[src/rtl/fwr_pkg.sv]
package fwr_pkg;
  typedef enum logic {ST_WAIT = 1'b0, ST_SECOND = 1'b1} seq_state_e;
  typedef enum logic {FMT_ONE = 1'b0, FMT_TWO = 1'b1} fmt_e;
endpackage

[src/rtl/fwr_fmt_reg.sv]
module fwr_fmt_reg
  import fwr_pkg::*;
(
  input  logic clk_i,
  input  logic rst_ni,
  input  logic we_i,
  input  fmt_e fmt_i,
  output fmt_e fmt_o
);
  fmt_e fmt_q;

  always_ff @(posedge clk_i or negedge rst_ni) begin
    if (!rst_ni)   fmt_q <= FMT_ONE;
    else if (we_i) fmt_q <= fmt_i;
  end

  assign fmt_o = fmt_q;
endmodule

[src/rtl/fwr_seq.sv]
module fwr_seq
  import fwr_pkg::*;
#(
  parameter int FRAME_W = 96,
  parameter int WORD_W  = 32
) (
  input  logic               clk_i,
  input  logic               rst_ni,
  input  logic [FRAME_W-1:0] frame_i,
  input  logic               valid_i,
  input  fmt_e               fmt_i,
  output logic               adv_o,
  output logic               we_o,
  output logic [WORD_W-1:0]  data_o,
  output logic               drop_o
);
  localparam int HI_LSB = FRAME_W - WORD_W;
  localparam int LO_LSB = FRAME_W - 2 * WORD_W;

  seq_state_e        state_q;
  logic [WORD_W-1:0] hold_q;
  logic              accept, second;

  assign accept = (state_q == ST_WAIT) && valid_i;
  assign second = (state_q == ST_SECOND);
  assign adv_o  = accept | second;

  always_ff @(posedge clk_i or negedge rst_ni) begin
    if (!rst_ni) begin
      state_q <= ST_WAIT;
      hold_q  <= '0;
      we_o    <= 1'b0;
      data_o  <= '0;
      drop_o  <= 1'b0;
    end else begin
      we_o <= adv_o;
      if (second) begin
        data_o  <= hold_q;
        state_q <= ST_WAIT;
        if (valid_i) drop_o <= 1'b1;
      end else if (accept) begin
        data_o <= frame_i[HI_LSB +: WORD_W];
        if (fmt_i == FMT_TWO) begin
          hold_q  <= frame_i[LO_LSB +: WORD_W];
          state_q <= ST_SECOND;
        end
      end
    end
  end

  p_second_follows_r3: assert property (@(posedge clk_i) disable iff (!rst_ni)
    (state_q == ST_SECOND) |=> we_o);
  p_busy_valid_drops_r7: assert property (@(posedge clk_i) disable iff (!rst_ni)
    (state_q == ST_SECOND && valid_i) |=> drop_o);
  p_drop_sticky_r7: assert property (@(posedge clk_i) disable iff (!rst_ni)
    drop_o |=> drop_o);
  p_one_word_idle_r2: assert property (@(posedge clk_i) disable iff (!rst_ni)
    (accept && fmt_i == FMT_ONE) |=> (state_q == ST_WAIT));
endmodule

[src/rtl/fwr_addr.sv]
module fwr_addr #(
  parameter int ADDR_W = 10,
  parameter int CNT_W  = 16
) (
  input  logic              clk_i,
  input  logic              rst_ni,
  input  logic              adv_i,
  output logic [ADDR_W-1:0] addr_o,
  output logic [CNT_W-1:0]  cnt_o
);
  logic [ADDR_W-1:0] next_q;

  always_ff @(posedge clk_i or negedge rst_ni) begin
    if (!rst_ni) begin
      next_q <= '0;
      addr_o <= '0;
      cnt_o  <= '0;
    end else if (adv_i) begin
      addr_o <= next_q;
      next_q <= next_q + ADDR_W'(1);
      cnt_o  <= cnt_o + CNT_W'(1);
    end
  end

  p_cnt_step_r8: assert property (@(posedge clk_i) disable iff (!rst_ni)
    adv_i |=> (cnt_o == CNT_W'($past(cnt_o) + CNT_W'(1))));
  p_wrap_r5: assert property (@(posedge clk_i) disable iff (!rst_ni)
    (adv_i && next_q == '1) |=> (next_q == '0));
endmodule

[src/rtl/frame_word_writer.sv]
module frame_word_writer
  import fwr_pkg::*;
#(
  parameter int FRAME_W = 96,
  parameter int WORD_W  = 32,
  parameter int ADDR_W  = 10,
  parameter int CNT_W   = 16
) (
  input  logic               clk_i,
  input  logic               rst_ni,
  input  logic [FRAME_W-1:0] frame_i,
  input  logic               frame_valid_i,
  input  logic               fmt_we_i,
  input  logic               fmt_i,
  output logic               ram_we_o,
  output logic [ADDR_W-1:0]  ram_addr_o,
  output logic [WORD_W-1:0]  ram_data_o,
  output logic [CNT_W-1:0]   word_count_o,
  output logic               dropped_o
);
  fmt_e fmt_cur;
  logic adv;

  fwr_fmt_reg u_fmt (
    .clk_i  (clk_i),
    .rst_ni (rst_ni),
    .we_i   (fmt_we_i),
    .fmt_i  (fmt_e'(fmt_i)),
    .fmt_o  (fmt_cur)
  );

  fwr_seq #(.FRAME_W(FRAME_W), .WORD_W(WORD_W)) u_seq (
    .clk_i   (clk_i),
    .rst_ni  (rst_ni),
    .frame_i (frame_i),
    .valid_i (frame_valid_i),
    .fmt_i   (fmt_cur),
    .adv_o   (adv),
    .we_o    (ram_we_o),
    .data_o  (ram_data_o),
    .drop_o  (dropped_o)
  );

  fwr_addr #(.ADDR_W(ADDR_W), .CNT_W(CNT_W)) u_addr (
    .clk_i  (clk_i),
    .rst_ni (rst_ni),
    .adv_i  (adv),
    .addr_o (ram_addr_o),
    .cnt_o  (word_count_o)
  );

  p_consecutive_addr_r5: assert property (@(posedge clk_i) disable iff (!rst_ni)
    ram_we_o |=> (!ram_we_o || ram_addr_o == ADDR_W'($past(ram_addr_o) + ADDR_W'(1))));
  p_cnt_moves_with_we_r8: assert property (@(posedge clk_i) disable iff (!rst_ni)
    !ram_we_o |-> $stable(word_count_o));
endmodule

[config.mk]
export PLATFORM = sky130hd
export DESIGN_NAME = frame_word_writer
export DESIGN_NICKNAME = d
export VERILOG_FILES = /design/src/rtl/fwr_pkg.sv /design/src/rtl/fwr_fmt_reg.sv /design/src/rtl/fwr_seq.sv /design/src/rtl/fwr_addr.sv /design/src/rtl/frame_word_writer.sv
export SDC_FILE = /design/constraint.sdc
export NUM_CORES = 1
export LEC_CHECK = 0
export BUFFER_PORTS_ARGS = -buffer_cell sky130_fd_sc_hd__buf_2
export CAP_MARGIN = 20
export CORE_ASPECT_RATIO = 0.8
export CORE_UTILIZATION = 30
export DETAILED_ROUTE_END_ITERATION = 16
export SLEW_MARGIN = 20
export SYNTH_ARGS = -nofsm -noshare
export SYNTH_HDL_FRONTEND = slang
export SYNTH_SLANG_ARGS = --single-unit
[constraint.sdc]
create_clock -name clk_i -period 1.9 [get_ports clk_i]
set_clock_uncertainty 0.1 [all_clocks]
set_input_delay 0.475 -clock clk_i [delete_from_list [all_inputs] [get_ports clk_i]]
set_output_delay 0.475 -clock clk_i [all_outputs]
set_load 0.05 [all_outputs]
==> metrics.md, run 1 <==
| Metric | Value |
|---|---|
| TritonRoute pass-1 iters | 4 |
| Worst-path clk slew | 0.07 ns |
| DIE WIDTH | 136 um |
| Max Freq | roughly 0.60 GHz |
| Layout cells sized above 1 | 0.295 |
| Crit. path cell count | 1 |
| Antenna-violating nets left | 0 |
| First-pass GRT wire length | 15.3 mm |
| Worst-Margin Slew | about 0.63 ns |
| Crit-path max FO | 4 |
| CTS Root Cell | clkbuf_16 |
| Drt drc | 0 |
| Nets | 648 |
| Period utilization | 0.876 |
| DRT iter0 DRCs | 80 |
| TritonCTS Buffers | 9 |
| Rows | 38 |
| Initial antenna violation count | 0 |
| Final min period | 1.67 ns |
| Worst Path Buf+Inv | 1 |
| Setup TNS | 0 ns |
| Synth area leader | dfrtp_1 |
| Worst r2r dst | u_addr.cnt_o[10] |
| Synth Net Count | 519 |
| Layout area overhead | 28.1% |
| Commonest cells post-synth | nand2_1 (170), dfrtp_1 (104), mux2i_1 (32), o21ai_0 (32), xnor2_1 (17) |
| Worst EP arrival | 1.09 ns |
| Synth top area cells | dfrtp_1 (61%), nand2_1 (15%), mux2i_1 (7.5%), o21ai_0 (3.7%), xnor2_1 (3.5%) |
| Hold Crit Class | input pin to async pin |
| Die area | 14800 sq um |
| RePlAce Congestion | 0.732 |
| CP endpoint | word_count_o[0] |
| Top Family by Delay on Critical Path | flip-flops |
| Setup crit end kind | primary output |
| Startpoint Class | flip-flop |
| Mapped Cells | 416 |
| Die H | between 100 and 150 um |
| Setup ws final | 0.235 ns |
| Initial core utilization | 0.312 |
| Synth Flop Type | dfrtp_1 |
| Crit-path slowest cell | dfrtp_1 |
| Hold-fix buffers, CTS | 0 |
| Placed cell count | about 710 |
| PortBufs | around 130 |
| Worst R2R Setup Slack | between 0.3 and 0.4 ns |
| Cell area after synthesis | 4290 sq um |
| Dpl hpwl | 6.70 mm |
| Yosys cell types | 26 |
| Fillcell total | ~1.4k |
| Critical Path, Cell by Cell | buf_2 |
| Setup slack at placement | 0.120 ns |
| CTS max path bufs | 2 |
| YS warnings | 0 |
| Status | finished clean |
| Min Hold Slack | 0.0227 ns |
| Largest net degree at the start of global routing | 56 |
| Top cell type's share of synthesized area | 0.607 |
| Post-synth EDFFs | 0 |
| Max-cap violations | 0 |
| Slew margin rel. | 0.578 |
| Slew Viols, Final | 0 |
| Number of I/O pins | 161 |
| Post-cts resize count | 0 |
| Final Setup Violations | 0 |
| Final Util | 0.400 |
| Vias in the first global route | 3152 |
| Post-CTS setup buffers | 0 |
| Critical Path Source | u_addr.cnt_o[0] |
| Final Non-Filler Cells | 730 |
| CTS tree | done |
| Vias | approximately 3.2k |
| R2R depth | 4 |
| Critical path class | flip-flop to primary output |
| Slowest stage delay, CP | 0.45 ns |
| DR vias/cell | 4.44 |
| Sequential share of the synthesized area | 0.607 |
| WP data required | 1.32 ns |
| Reg2reg start | u_addr.cnt_o[3] |
| Htree depth | 3 |
| Pwr Density | 1290 nW/um^2 |
| Core ar. | 13700 sq um |
| Routed len/inst | between 10 and 15 um |
| Avg Cell Area, Syn | 10.3 sq um |
| Fin. Hold Viols | 0 |
| Gr usage total | 0.134 |
| RSZ-0062 raised after global routing | no |
| Leakage | 2.91 nW |
| Antenna diodes | 0 |
| Asr flop ratio synth | 1.00 |
| CTS sink cnt | ~100 |
| Congestion Overflow GR | 0 |
| Yosys reg bits | 104 |
| Area taken by multi-input logic gates | 1590 sq um |
| Peak supply drop | 1.12 mV |
| Top-count cell post-synth | nand2_1 |
| Register area | 2600 sq um |
| Clock latency on the worst-skew pair | ~0.34 ns |
| WL final | 9.34 mm |
[worst min-delay path by stage]
stage / startpoint / end / slack [ns] / cells after the start
after floorplan: rst_ni / u_addr.addr_o[0] / 0.08 / 0
after global placement: u_seq.drop_o / u_seq.drop_o / 0.34 / 1
after detailed placement: u_seq.drop_o / u_seq.drop_o / 0.35 / 1
after CTS: rst_ni / u_seq.hold_q[28] / 0.02 / 2
after global routing: rst_ni / u_seq.data_o[26] / 0.03 / 2
final: rst_ni / u_addr.addr_o[7] / 0.02 / 2
[final cells by class]
class | count | share of cell area
clock buffer | 11 | 0.0442
clock inverter | 5 | 0.0157
inverter | 2 | 0.00137
multi-input combinational | 290 | 0.289
sequential | 104 | 0.474
tap | 180 | 0.0410
timing repair buffer | 138 | 0.135
[per-stage QoR]
stage | power [mW] | area, sq um
after detailed placement | 5.14 | 5170
after global placement | 5.08 | 5170
final | 7.10 | 5500
after floorplan | 4.52 | 4290
after CTS | 7.19 | 5500
after global routing | 7.52 | 5500
[power breakdown]
group          internal [mW]  total (mW)  switching (mW)
Sequential              2.69        3.05           0.360
Clock                   1.21        2.02           0.817
Combinational          0.558        2.02            1.47
Total                   4.45        7.10            2.64
[registers in the layout, summed over array words and instances, names as in the netlist]
name and count:
u_addr.addr_o 10, u_addr.cnt_o 16, u_addr.next_q 10, u_fmt.fmt_o 1
u_seq.data_o 32, u_seq.drop_o 1, u_seq.hold_q 32, u_seq.second 1
u_seq.we_o 1
[layout by cell type, fill, tap and decap left out]
cell,instances
inv_6,3
dfrtp_1,103
nand2_1,170
o2111ai_2,1
nor2_1,3
a21o_1,1
nand4_1,5
nor3_1,1
dfrtp_2,1
mux2_2,1
o21ai_0,32
xnor2_1,17
and4_1,1
nand3_2,1
buf_4,9
clkbuf_1,1
and4bb_1,1
mux2i_1,32
buf_12,2
clkbuf_16,9
nor2_4,1
inv_2,2
clkbuf_8,1
nand3b_4,1
bufinv_16,2
xor2_1,7
nand3_1,6
buf_2,127
nor4_4,1
and3_1,5
ha_1,2
and2_1,1
[cell families after synthesis]
group	synth area share
AO/OA/AOI/OAI	0.0426
adder cells (fa/ha/maj)	0.00583
XOR/XNOR	0.0490
buffers and inverters	0.0236
flip-flops	0.607
multiplexers	0.0773
AND/OR/NAND/NOR	0.195
[metal layers]
| layer | vias up | part of all wire | track usage |
|---|---|---|---|
| met3 | 9 | 0.057 | 0.0391 |
| met4 | 0 | 0.0085 | 0.0369 |
| met1 | 1545 | 0.48 | 0.178 |
| li1 | 1599 | - | - |
| met5 | - | 0 | 0 |
| met2 | 86 | 0.46 | 0.214 |
Power figures use the tool's default switching activity.
==> run 2, diff against run 1 <==
--- a/config.mk
+++ b/config.mk
@@ -10,6 +10,7 @@
 export CORE_ASPECT_RATIO = 0.8
 export CORE_UTILIZATION = 30
 export DETAILED_ROUTE_END_ITERATION = 16
+export HOLD_SLACK_MARGIN = 0.1
 export SLEW_MARGIN = 20
 export SYNTH_ARGS = -nofsm -noshare
 export SYNTH_HDL_FRONTEND = slang
==> constraint.sdc (replaced) <==
create_clock -name clk_i -period 1.48 [get_ports clk_i]
set_clock_uncertainty 0.1 [all_clocks]
set_input_delay 0.37 -clock clk_i [delete_from_list [all_inputs] [get_ports clk_i]]
set_output_delay 0.37 -clock clk_i [all_outputs]
set_load 0.05 [all_outputs]
==> metrics.md, run 2 (synthesis gave the netlist of run 1 again) <==
| Metric | Value |
|---|---|
| Status | finished clean (unchanged) |
| Antenna-violating nets left | 0 (unchanged) |
| Max Freq | 0.684 GHz |
| Setup slack at placement | -0.0837 ns (was 0.120 ns) |
| Critical Path, Cell by Cell | buf_6 (was buf_2) |
| Final Setup Violations | 0 (unchanged) |
| Final min period | 1.46 ns |
| CTS Root Cell | clkbuf_16 (unchanged) |
| Fillcell total | 1346 (was 1374) |
| RSZ-0062 raised after global routing | yes (was no) |
| Hold Crit Class | input pin to flip-flop (was input pin to async pin) |
| Drt drc | 0 (unchanged) |
| DRT iter0 DRCs | 158 (was 80) |
| Routed len/inst | 12.8 um (about the same) |
| Worst-path clk slew | 0.07 ns (about the same) |
| Antenna diodes | 0 (unchanged) |
| Die H | 109 um (unchanged) |
| Top Family by Delay on Critical Path | flip-flops (unchanged) |
| Core ar. | 13700 sq um (unchanged) |
| Slew margin rel. | 0.767 (was 0.578) |
| Placed cell count | 715 (was 714) |
| Commonest non-fill, non-tap cell in the layout | nand2_1 (unchanged) |
| WP data required | 1.01 ns (was 1.32 ns) |
| Leakage | 2.95 nW (was 2.91 nW) |
| Crit-path slowest cell | dfrtp_2 (was dfrtp_1) |
| Crit-path max FO | 4 (unchanged) |
| Clock latency on the worst-skew pair | 0.35 ns (was 0.34 ns) |
| Dpl hpwl | 6.47 mm (was 6.70 mm) |
| First-pass GRT wire length | 15.3 mm (about the same) |
| TritonCTS Buffers | 9 (unchanged) |
| Largest net degree at the start of global routing | 49 (was 56) |
| CTS sink cnt | 104 (unchanged) |
| Initial antenna violation count | 0 (unchanged) |
| Max-cap violations | 0 (unchanged) |
| Congestion Overflow GR | 0 (unchanged) |
| Biggest registers after layout | u_seq.data_o (32), u_seq.hold_q (32), u_addr.cnt_o (16) (unchanged) |
| Vias | 3279 (was 3239) |
| Vias in the first global route | 3146 (was 3152) |
| Startpoint Class | flip-flop (unchanged) |
| Final Non-Filler Cells | 743 (was 730) |
| Pwr Density | 1580 nW/um^2 (was 1290 nW/um^2) |
| Die area | 14800 sq um (unchanged) |
| Slew Viols, Final | 0 (unchanged) |
| Final Util | 0.419 (was 0.400) |
| Period utilization | 0.988 |
| Worst Min Path Start | frame_i[36] |
| Setup crit end kind | primary output (unchanged) |
| Rows | 38 (unchanged) |
| Setup ws final | 0.0173 ns (was 0.235 ns) |
| Critical Path Source | u_addr.cnt_o[0] (unchanged) |
| TritonRoute pass-1 iters | 4 (unchanged) |
| WL final | 9.49 mm (was 9.34 mm) |
| Peak supply drop | 0.910 mV (was 1.12 mV) |
| Most frequent cells in the layout | nand2_1 (170), buf_2 (96), dfrtp_1 (91) (was nand2_1 (170), buf_2 (127), dfrtp_1 (103)) |
| DIE WIDTH | 136 um (unchanged) |
| Worst Path Buf+Inv | 1 (unchanged) |
| Critical path class | flip-flop to primary output (unchanged) |
| Gr usage total | 0.137 (was 0.134) |
| CTS max path bufs | 2 (unchanged) |
| Layout cells sized above 1 | 0.329 (was 0.295) |
| Slowest stage delay, CP | 0.47 ns (was 0.45 ns) |
| Worst EP arrival | 0.99 ns (was 1.09 ns) |
| CTS tree | done (unchanged) |
| Htree depth | 3 (unchanged) |
| Initial core utilization | 0.312 (unchanged) |
| Reg2reg start | u_seq.second (was u_addr.cnt_o[3]) |
| Worst-Margin Slew | 0.350 ns (was 0.632 ns) |
| Number of I/O pins | 161 (unchanged) |
| PortBufs | 128 (unchanged) |
| Layout area overhead | 34.3% (was 28.1%) |
| Fin. Hold Viols | 0 (unchanged) |
| Nets | 662 (was 648) |
| DR vias/cell | 4.41 (was 4.44) |
| RePlAce Congestion | 0.762 (was 0.732) |
## run 2: final cells by class
class                      instances  area, sq um  share of cell area
tap                              180          225              0.0391
inverter                           2         10.0             0.00174
sequential                       104         2620               0.455
timing repair buffer             152          997               0.173
clock inverter                     5         33.8             0.00586
clock buffer                      10          239              0.0415
multi-input combinational        290         1640               0.284
## run 2: metrics by stage
step                instance area [sq um]  power, mW  hold WS [ns]  setup TNS (ns)
floorplan                            4350       5.90       -0.0256          -0.182
global placement                     5250       6.63         0.138           -1.56
detailed placement                   5250       6.70         0.140           -2.28
CTS                                  5690       9.14         0.102        -0.00877
global route                         5760       9.65         0.109         -0.0403
finish                               5760       9.08         0.117               0
## run 2: timing repair
action,in CTS,in global routing
cloned,0,0
resized for setup,23,23
hold buffers,7,0
pin swaps,0,1
buffers inserted,5,1
hold endpoints to repair,110,0
endpoints found under the setup margin,31,25
## run 2: layer usage
layer / GRT usage / routed length [um] / share of wire
met1: 0.168 / 4260 / 0.45
met2: 0.220 / 4490 / 0.47
met3: 0.0553 / 639 / 0.067
met4: 0.0417 / 107 / 0.011
met5: 0 / 0 / 0
## run 2: power breakdown
part	total, mW	internal [mW]	switching, mW
clock	2.19	1.17	1.02
sequential	3.95	3.47	0.480
combinational	2.94	0.988	1.95
total	9.08	5.63	3.45
## run 2: worst paths after layout
kind	to	slack (ns)	depth (start not counted)
setup / recovery	word_count_o[0]	0.02	1
hold / removal	u_seq.hold_q[4]	0.12	3
setup reg to reg	u_addr.next_q[5]	0.07	5
hold reg to reg	u_seq.drop_o	0.36	1
max in group asynchronous	u_addr.cnt_o[5]	0.44	3
min in group asynchronous	u_seq.data_o[5]	0.32	2
==> run 3, diff against run 2 <==
--- a/config.mk
+++ b/config.mk
@@ -11,6 +11,7 @@
 export CORE_UTILIZATION = 30
 export DETAILED_ROUTE_END_ITERATION = 16
 export HOLD_SLACK_MARGIN = 0.1
+export RECOVER_POWER = 50
 export SLEW_MARGIN = 20
 export SYNTH_ARGS = -nofsm -noshare
 export SYNTH_HDL_FRONTEND = slang
==> constraint.sdc (replaced) <==
create_clock -name clk_i -period 1.48 [get_ports clk_i]
set_clock_uncertainty 0.1 [all_clocks]
set_input_delay 0.37 -clock clk_i [delete_from_list [all_inputs] [get_ports clk_i]]
set_output_delay 0.37 -clock clk_i [all_outputs]
set_load 0.005 [all_outputs]
==> metrics.md, run 3 (synthesis gave the netlist of run 1 again) <==
| Metric | Value |
|---|---|
| Status | finished clean (unchanged) |
| Layout cells sized above 1 | 0.330 (was 0.329) |
| Startpoint Class | flip-flop (unchanged) |
| Leakage | 3.04 nW (was 2.95 nW) |
| Rows | 38 (unchanged) |
| Final Non-Filler Cells | 761 (was 743) |
| Vias in the first global route | 3373 (was 3146) |
| Final Setup Violations | 0 (unchanged) |
| Internal power | 5.84 mW (was 5.63 mW) |
| Antenna-violating nets left | 0 (unchanged) |
| Worst EP arrival | 0.99 ns (about the same) |
| CTS max path bufs | 2 (unchanged) |
| Core ar. | 13700 sq um (unchanged) |
| Final Util | 0.418 (was 0.419) |
| DIE WIDTH | 136 um (unchanged) |
| Crit-path max FO | 2 (was 4) |
| Gr usage total | 0.141 (was 0.137) |
| WP data required | 1.01 ns (about the same) |
| Largest net degree at the start of global routing | 39 (was 49) |
| Hold Crit Class | input pin to flip-flop (unchanged) |
| Slew Viols, Final | 0 (unchanged) |
| Hold path cells | 3 (unchanged) |
| Commonest non-fill, non-tap cell in the layout | nand2_1 (unchanged) |
| TritonCTS Buffers | 9 (unchanged) |
| RSZ-0062 raised after global routing | yes (unchanged) |
| Min Hold Slack | 0.121 ns (was 0.117 ns) |
| Clock latency on the worst-skew pair | 0.34 ns (was 0.35 ns) |
| Biggest registers after layout | u_seq.data_o (32), u_seq.hold_q (32), u_addr.cnt_o (16) (unchanged) |
| Layout area overhead | 33.8% (was 34.3%) |
| Vias | 3314 (was 3279) |
| Die area | 14800 sq um (unchanged) |
| CTS Root Cell | clkbuf_16 (unchanged) |
| Max Freq | 0.684 GHz (about the same) |
| Routed len/inst | 12.8 um (about the same) |
| Final min period | 1.46 ns (about the same) |
| Worst-path clk slew | 0.07 ns (about the same) |
| RePlAce Congestion | 0.751 (was 0.762) |
| Switching part of the total | 0.282 (was 0.380) |
| Congestion Overflow GR | 0 (unchanged) |
| Setup crit end kind | primary output (unchanged) |
| R2R depth | 4 (was 5) |
| CTS tree | done (unchanged) |
| Clock share of power | 0.287 (was 0.241) |
| Drt drc | 0 (unchanged) |
| Antenna diodes | 0 (unchanged) |
| Critical path class | flip-flop to primary output (unchanged) |
| Pwr Density | 1420 nW/um^2 (was 1580 nW/um^2) |
| PortBufs | 128 (unchanged) |
| Slew margin rel. | 0.676 (was 0.767) |
| Design area | 5740 sq um (was 5760 sq um) |
| TritonRoute pass-1 iters | 4 (unchanged) |
| Fin. Hold Viols | 0 (unchanged) |
| CTS sink cnt | 104 (unchanged) |
| Post-layout power | 8.13 mW (was 9.08 mW) |
| DRT iter0 DRCs | 101 (was 158) |
| First-pass GRT wire length | 15.9 mm (was 15.3 mm) |
| Placed cell area | 5360 sq um (was 5250 sq um) |
| DR vias/cell | 4.35 (was 4.41) |
| Htree depth | 3 (unchanged) |
| Max-cap violations | 0 (unchanged) |
| Placed cell count | 736 (was 715) |
| WL final | 9.76 mm (was 9.49 mm) |
| Comb power frac | 0.236 (was 0.324) |
| Initial core utilization | 0.312 (unchanged) |
| Die H | 109 um (unchanged) |
| Period utilization | 0.988 (about the same) |
| Worst-Margin Slew | 0.486 ns (was 0.350 ns) |
| Nets | 680 (was 662) |
| Sequential power share | 0.477 (was 0.435) |
| Psw | 2.30 mW (was 3.45 mW) |
| Dpl hpwl | 7.22 mm (was 6.47 mm) |
| Initial antenna violation count | 1 (was 0) |
| Most frequent cells in the layout | nand2_1 (170), buf_2 (126), dfrtp_1 (103) (was nand2_1 (170), buf_2 (96), dfrtp_1 (91)) |
| Peak supply drop | 0.719 mV (was 0.910 mV) |
| Fillcell total | 1390 (was 1346) |
| Number of I/O pins | 161 (unchanged) |
==> run 3: power groups by stage <==
stage	Sequential [mW]	Clock, mW	Combinational, mW
final	3.88	2.33	1.92
after global routing	3.97	2.54	2.19
after CTS	3.88	2.45	1.88
after detailed placement	3.92	0	1.73
after global placement	3.90	0	1.67
after floorplan	3.92	0	0.773
==> run 3: worst max-delay path, cell delays in order, from the launching register on <==
cell and delay [ns]:
dfrtp_1 0.38, buf_4 0.14, buf_2 0.12
==> run 3: per-stage QoR <==
stage	worst slack, ns	TNS (ns)
after global placement	-0.0122	-0.0122
after CTS	-0.00330	-0.00330
after floorplan	0.00747	0
final	0.0184	0
after global routing	-0.0369	-0.230
after detailed placement	-0.0192	-0.0968
==> run 3: cell type report <==
class / count / area, sq um / share of cell area
tap: 180 / 225 / 0.0392
clock buffer: 12 / 246 / 0.0429
timing repair buffer: 170 / 1020 / 0.178
clock inverter: 3 / 42.5 / 0.00741
sequential: 104 / 2600 / 0.453
inverter: 2 / 7.51 / 0.00131
multi-input combinational: 290 / 1590 / 0.277
==> run 3: worst paths after layout <==
kind	startpoint	to	slack, ns
min	frame_i[57]	u_seq.hold_q[25]	0.12
max reg2reg	u_addr.cnt_o[3]	u_addr.cnt_o[10]	0.03
max in group asynchronous	rst_ni	u_addr.cnt_o[8]	0.20
min reg2reg	u_addr.addr_o[6]	u_addr.addr_o[6]	0.37
min in group asynchronous	rst_ni	u_seq.hold_q[28]	0.42
max	u_addr.cnt_o[0]	word_count_o[0]	0.02
==> run 3: what timing repair did <==
action	CTS	global route
hold buffers	2	0
pin swaps	0	1
gates resized for setup	5	7
endpoints found under the hold margin	26	0
buffers inserted	6	3
setup endpoints to repair	5	14
cloned	0	0
==> run 3: per-layer routing <==
layer  part of all wire  vias up  track usage  wire length (um)
li1                   -     1663            -                 -
met1               0.47     1558        0.179              4550
met2               0.46       80        0.228              4500
met3              0.059       11       0.0418               572
met4              0.013        2       0.0482               123
met5             0.0019        -            0                19
